==> src/rtl/rle_pkg.sv <==
package rle_pkg;

    typedef enum logic [2:0] {
        ST_NO_LIT   = 3'd0,
        ST_LIT_OUT  = 3'd1,
        ST_WAIT_LIT = 3'd2,
        ST_EXPAND   = 3'd3,
        ST_WAIT_REP = 3'd4
    } rle_state_e;

endpackage

==> src/rtl/rle_word_classify.sv <==
module rle_word_classify #(
    parameter int SAMPLE_W = 31
) (
    input  logic [SAMPLE_W:0]   word,
    output logic                is_run,
    output logic [SAMPLE_W-1:0] payload,
    output logic                zero_count
);

    always_comb begin
        is_run     = word[SAMPLE_W];
        payload    = word[SAMPLE_W-1:0];
        zero_count = (word[SAMPLE_W-1:0] == '0);
    end

endmodule

==> src/rtl/rle_run_counter.sv <==
module rle_run_counter #(
    parameter int CNT_W = 31
) (
    input  logic             clk,
    input  logic             rst,
    input  logic             load,
    input  logic [CNT_W-1:0] load_val,
    input  logic             step,
    output logic             last
);

    localparam logic [CNT_W-1:0] ONE = {{(CNT_W-1){1'b0}}, 1'b1};

    logic [CNT_W-1:0] remaining;

    always_ff @(posedge clk) begin
        if (rst) begin
            remaining <= '0;
        end else if (load) begin
            remaining <= load_val;
        end else if (step && (remaining != '0)) begin
            remaining <= remaining - ONE;
        end
    end

    always_comb begin
        last = (remaining == ONE);
    end

endmodule

==> src/rtl/rle_expander.sv <==
module rle_expander
    import rle_pkg::*;
#(
    parameter int SAMPLE_W = 31
) (
    input  logic                clk,
    input  logic                rst,
    input  logic                enable,
    input  logic                in_valid,
    output logic                in_ready,
    input  logic [SAMPLE_W:0]   in_word,
    output logic                out_valid,
    input  logic                out_ready,
    output logic [SAMPLE_W-1:0] out_sample,
    output logic                out_repeat,
    output logic                fmt_error
);

    localparam int WORD_W = SAMPLE_W + 1;

    rle_state_e state, state_n;

    logic                w_is_run;
    logic [SAMPLE_W-1:0] w_payload;
    logic                w_zero;
    logic                run_last;
    logic [SAMPLE_W-1:0] held_q;
    logic                err_q;

    logic accept, fire, lit_acc, run_acc, run_legal, run_bad;

    rle_word_classify #(.SAMPLE_W(SAMPLE_W)) u_classify (
        .word       (in_word[WORD_W-1:0]),
        .is_run     (w_is_run),
        .payload    (w_payload),
        .zero_count (w_zero)
    );

    rle_run_counter #(.CNT_W(SAMPLE_W)) u_counter (
        .clk      (clk),
        .rst      (rst),
        .load     (run_legal),
        .load_val (w_payload),
        .step     (fire && (state == ST_EXPAND)),
        .last     (run_last)
    );

    // handshake decode
    always_comb begin
        accept    = in_valid && in_ready;
        fire      = out_valid && out_ready;
        lit_acc   = accept && !w_is_run;
        run_acc   = accept && w_is_run;
        run_legal = run_acc && !w_zero &&
                    ((state == ST_LIT_OUT) || (state == ST_WAIT_LIT));
        run_bad   = run_acc && !run_legal;
    end

    // next state
    always_comb begin
        state_n = state;
        unique case (state)
            ST_NO_LIT: begin
                if (lit_acc) state_n = ST_LIT_OUT;
            end
            ST_LIT_OUT: begin
                if (lit_acc)        state_n = ST_LIT_OUT;
                else if (run_legal) state_n = ST_EXPAND;
                else if (fire)      state_n = ST_WAIT_LIT;
            end
            ST_WAIT_LIT: begin
                if (lit_acc)        state_n = ST_LIT_OUT;
                else if (run_legal) state_n = ST_EXPAND;
            end
            ST_EXPAND: begin
                if (fire && run_last) state_n = ST_WAIT_REP;
            end
            ST_WAIT_REP: begin
                if (lit_acc) state_n = ST_LIT_OUT;
            end
            default: state_n = ST_NO_LIT;
        endcase
    end

    // state register
    always_ff @(posedge clk) begin
        if (rst) state <= ST_NO_LIT;
        else     state <= state_n;
    end

    // held literal and sticky error
    always_ff @(posedge clk) begin
        if (rst) begin
            held_q <= '0;
            err_q  <= 1'b0;
        end else begin
            if (lit_acc) held_q <= w_payload;
            if (run_bad) err_q  <= 1'b1;
        end
    end

    // outputs
    always_comb begin
        out_valid  = (state == ST_LIT_OUT) || (state == ST_EXPAND);
        out_repeat = (state == ST_EXPAND);
        out_sample = held_q;
        fmt_error  = err_q;
        unique case (state)
            ST_EXPAND:  in_ready = 1'b0;
            ST_LIT_OUT: in_ready = enable && out_ready;
            default:    in_ready = enable;
        endcase
    end

endmodule

==> config.mk <==
export PLATFORM = sky130hd
export DESIGN_NAME = rle_expander
export DESIGN_NICKNAME = d
export VERILOG_FILES = /design/src/rtl/rle_pkg.sv /design/src/rtl/rle_word_classify.sv /design/src/rtl/rle_run_counter.sv /design/src/rtl/rle_expander.sv
export SDC_FILE = /design/constraint.sdc
export NUM_CORES = 1
export LEC_CHECK = 0
export BUFFER_PORTS_ARGS = -buffer_cell sky130_fd_sc_hd__buf_4
export CAP_MARGIN = 20
export CORE_ASPECT_RATIO = 1.1
export CORE_MARGIN = 8
export CORE_UTILIZATION = 49
export CTS_CLUSTER_SIZE = 40
export DETAILED_ROUTE_END_ITERATION = 12
export PLACE_DENSITY_LB_ADDON = 0.3
export SYNTH_ARGS = -nofsm -noshare
export SYNTH_HDL_FRONTEND = slang
export SYNTH_SLANG_ARGS = --single-unit
==> constraint.sdc <==
create_clock -name clk -period 2.2 [get_ports clk]
set_clock_uncertainty 0.1 [all_clocks]
set_input_delay 0.33 -clock clk [delete_from_list [all_inputs] [get_ports clk]]
set_output_delay 0.33 -clock clk [all_outputs]
set_load 0.03 [all_outputs]
==> metrics <==
EDFF count, synth=0; Fmax=0.405 GHz; Reg2Reg Setup Slack=-0.27 ns; CTS Root Buffer Type=clkbuf_8; portion of netlist area occupied by mux cells=0%; hold buffer count at CTS=0; ys flop type=dfxtp_1; Diodes inserted=0; RSZ-0062 raised after global routing=true; layout cells sized above 1=34.9%; largest family of logic cells by synthesized area=simple AND/OR/NAND/NOR gates; max-slew violation count=0; Critical Path Max Stage Delay=between 0.5 and 0.6 ns; initial antenna violation count=0; Post-Layout Cell Count=615; routability cong.=0.928; Synth Area in Simple Gates=29.5%; DRC=0; top cell family by delay on the critical path=simple AND/OR/NAND/NOR gates; pwr/cell area=608 mW/mm^2; clk buf depth=2; Util after Layout=71.6%; DPL Wire Length=7090 um; Chip Height=101 um; Async SR Flop Fraction=0%; Setup CP Type=reg2reg; xor/xnor share of the synthesized area=1.36%; Synth Area in Compound Gates=23.7%; Peak VDD IR=0.366 mV; Mapped Area=approximately 0.0032 sq mm; core area=roughly 0.0065 sq mm; Syn Area/Cell=between 7 and 8 sq um; CTS tree=done; wire per inst=16.7 um; Worst R2R End=u_counter.remaining[16]; I/O Buffers=71; Routed WL=between 10,000 and 15,000 um; setup violators final=31; CP endpoint kind=flop; final instance area=0.00464 sq mm; largest net degree at the start of global routing=57; via count=3,652; status=complete, but fails checks; Net Count, Synth=445; I/O pins=72; crit path launch type=flop; post-layout min period=2.47 ns; Sink Count=between 60 and 70; die area=between 0.009 and 0.01 sq mm; post-route ant nets=0; Critical R2R Launch=u_counter.remaining[28]; WP buf/inv=1; first-pass GRT wire length=16,800 um; FF+latch count, synth=66; std cell rows=31; CTS buffer count=9; dpl cell area=0.00426 sq mm; vias in the first global route=3,551; most frequent CP cell=or4_4; Crit Path Max Fanout=6; Levels on crit path=7; Setup crit start=u_counter.remaining[28]; Min-Delay Path Class=in2reg; Synth Area in Adders=less than 1%; Worst slew margin=58.8%; Initial DRC Count=247; failing checks=negative setup slack; synth unique cells=just over 50; slowest cell on the critical path=or4_4; Hold Vio Cnt, Final=0; total of warnings raised by yosys=0; Slew @ Worst Pin=0.617 ns; Die X=93.3 um; sequential fraction of the synthesis area=between 40% and 50%; H-tree Lvls=3; data required time of the worst path=2.36 ns; Clock Latency Late Sink=0.35 ns; cell count after synthesis=406; final period utilization=112%; post-route worst setup slack=-0.269 ns; CP Cell Sequence=or4_4 > or4_4 > or3_4 > buf_8 > nand3_4 > o21ai_1 > a211oi_1; r2r worst-path depth=7; leak pwr=1.83 nW; DR pass1 iterations=5; Area Growth Syn to Fin=44.1%; Overflow after GRT=0; # nets final=568; overall routing resource usage=a little over a fifth; worst setup path end=u_counter.remaining[16]; Clock transition at path regs=0.07 ns; number of max-cap violations=0; Initial Util=49.7%; worst slack, placed=-0.251 ns; cell total after placement=594; DR vias/cell=slightly below 6; critical path arrival=2.63 ns
cell usage after synthesis, types with 6 or more instances:
library cell / number / area [sq um]
a211oi_1: 7 / 52.6
a21oi_1: 43 / 215
a31oi_1: 15 / 93.8
clkbuf_1: 21 / 78.8
dfxtp_1: 66 / 1320
inv_1: 6 / 22.5
nand2_1: 90 / 338
nand2b_1: 6 / 37.5
nand3_1: 13 / 65.1
nand4_1: 7 / 43.8
nor2_1: 24 / 90.1
nor3_1: 7 / 35.0
nor4_1: 13 / 81.3
o211ai_1: 13 / 97.6
or3_1: 9 / 56.3
what timing repair did:
item / CTS / global route
gates cloned: 1 / 0
setup buffers: 2 / 3
gates resized for setup: 28 / 8
setup endpoints to repair: 31 / 31
pin swaps: 18 / 11
cells by family after synthesis:
family                     Yosys count
buffers and inverters               29
DFF                                 66
xor gates and xnor gates             5
and+or+nand+nor                    191
AOI/OAI and AO/OA                  113
adders and majority gates            2
cell usage in the layout (no fill, tap or decap), types with 11 or more instances in the layout:
cell / count
nor4_1: 11
a21oi_1: 42
a31oi_1: 15
clkbuf_8: 11
o211ai_1: 13
nand2_1: 90
nand3_1: 11
nor2_1: 22
dfxtp_1: 65
buf_4: 130
worst register-to-register path: stages, from the launching register on:
cell and delay, ns:
dfxtp_2 0.32, or4_4 0.53, or4_4 0.45, or3_4 0.37, buf_8 0.16, nand3_4 0.13, o21ai_1 0.10, a211oi_1 0.22
where the power goes:
part,internal (mW),total (mW),switching [mW]
combinational,0.294,0.653,0.360
sequential,1.23,1.25,0.0228
clock,0.459,0.916,0.457
total,1.98,2.82,0.840
metrics by stage:
stage	setup TNS (ns)	total power [mW]	hold slack [ns]
2_1_floorplan	-2.27	1.55	0.362
3_3_place_gp	-3.97	1.80	0.342
3_5_place_dp	-5.89	1.81	0.347
4_1_cts	-5.02	2.79	0.135
5_1_grt	-7.93	2.93	0.133
6_report	-5.85	2.82	0.137
registers in the layout, summed over array words and instances, names as in the netlist:
| signal | cells |
|---|---|
| fmt_error | 1 |
| out_sample | 31 |
| state | 3 |
| u_counter.remaining | 31 |
layout make-up:
| type | count | area (sq um) |
|---|---|---|
| Clock inverter | 3 | 15.0 |
| Timing Repair Buffer | 135 | 1060 |
| Clock buffer | 12 | 155 |
| Inverter | 6 | 22.5 |
| Multi-Input combinational cell | 311 | 1960 |
| Sequential cell | 66 | 1320 |
| Tap cell | 82 | 103 |
| Fill cell | 488 | 1840 |
worst min path at each step:
stage | startpoint | end | slack, ns | cells past startpoint
global route | in_word[27] | out_sample[27] | 0.13 | 3
finish | in_word[8] | out_sample[8] | 0.14 | 3
detailed placement | out_sample[11] | out_sample[11] | 0.35 | 2
floorplan | u_counter.remaining[30] | u_counter.remaining[30] | 0.36 | 2
global placement | out_sample[13] | out_sample[13] | 0.34 | 2
CTS | in_word[8] | out_sample[8] | 0.14 | 3
routing by layer:
metal / global-route usage (%) / part of all wire (%) / vias to the layer above
li1: - / - / 1746
met3: 6.18 / 8.2 / 17
met1: 25.1 / 41 / 1738
met4: 8.93 / 1.3 / 0
met5: 0 / 0 / -
met2: 37.4 / 50 / 151
No activity file was read; power rests on OpenSTA's default activity.
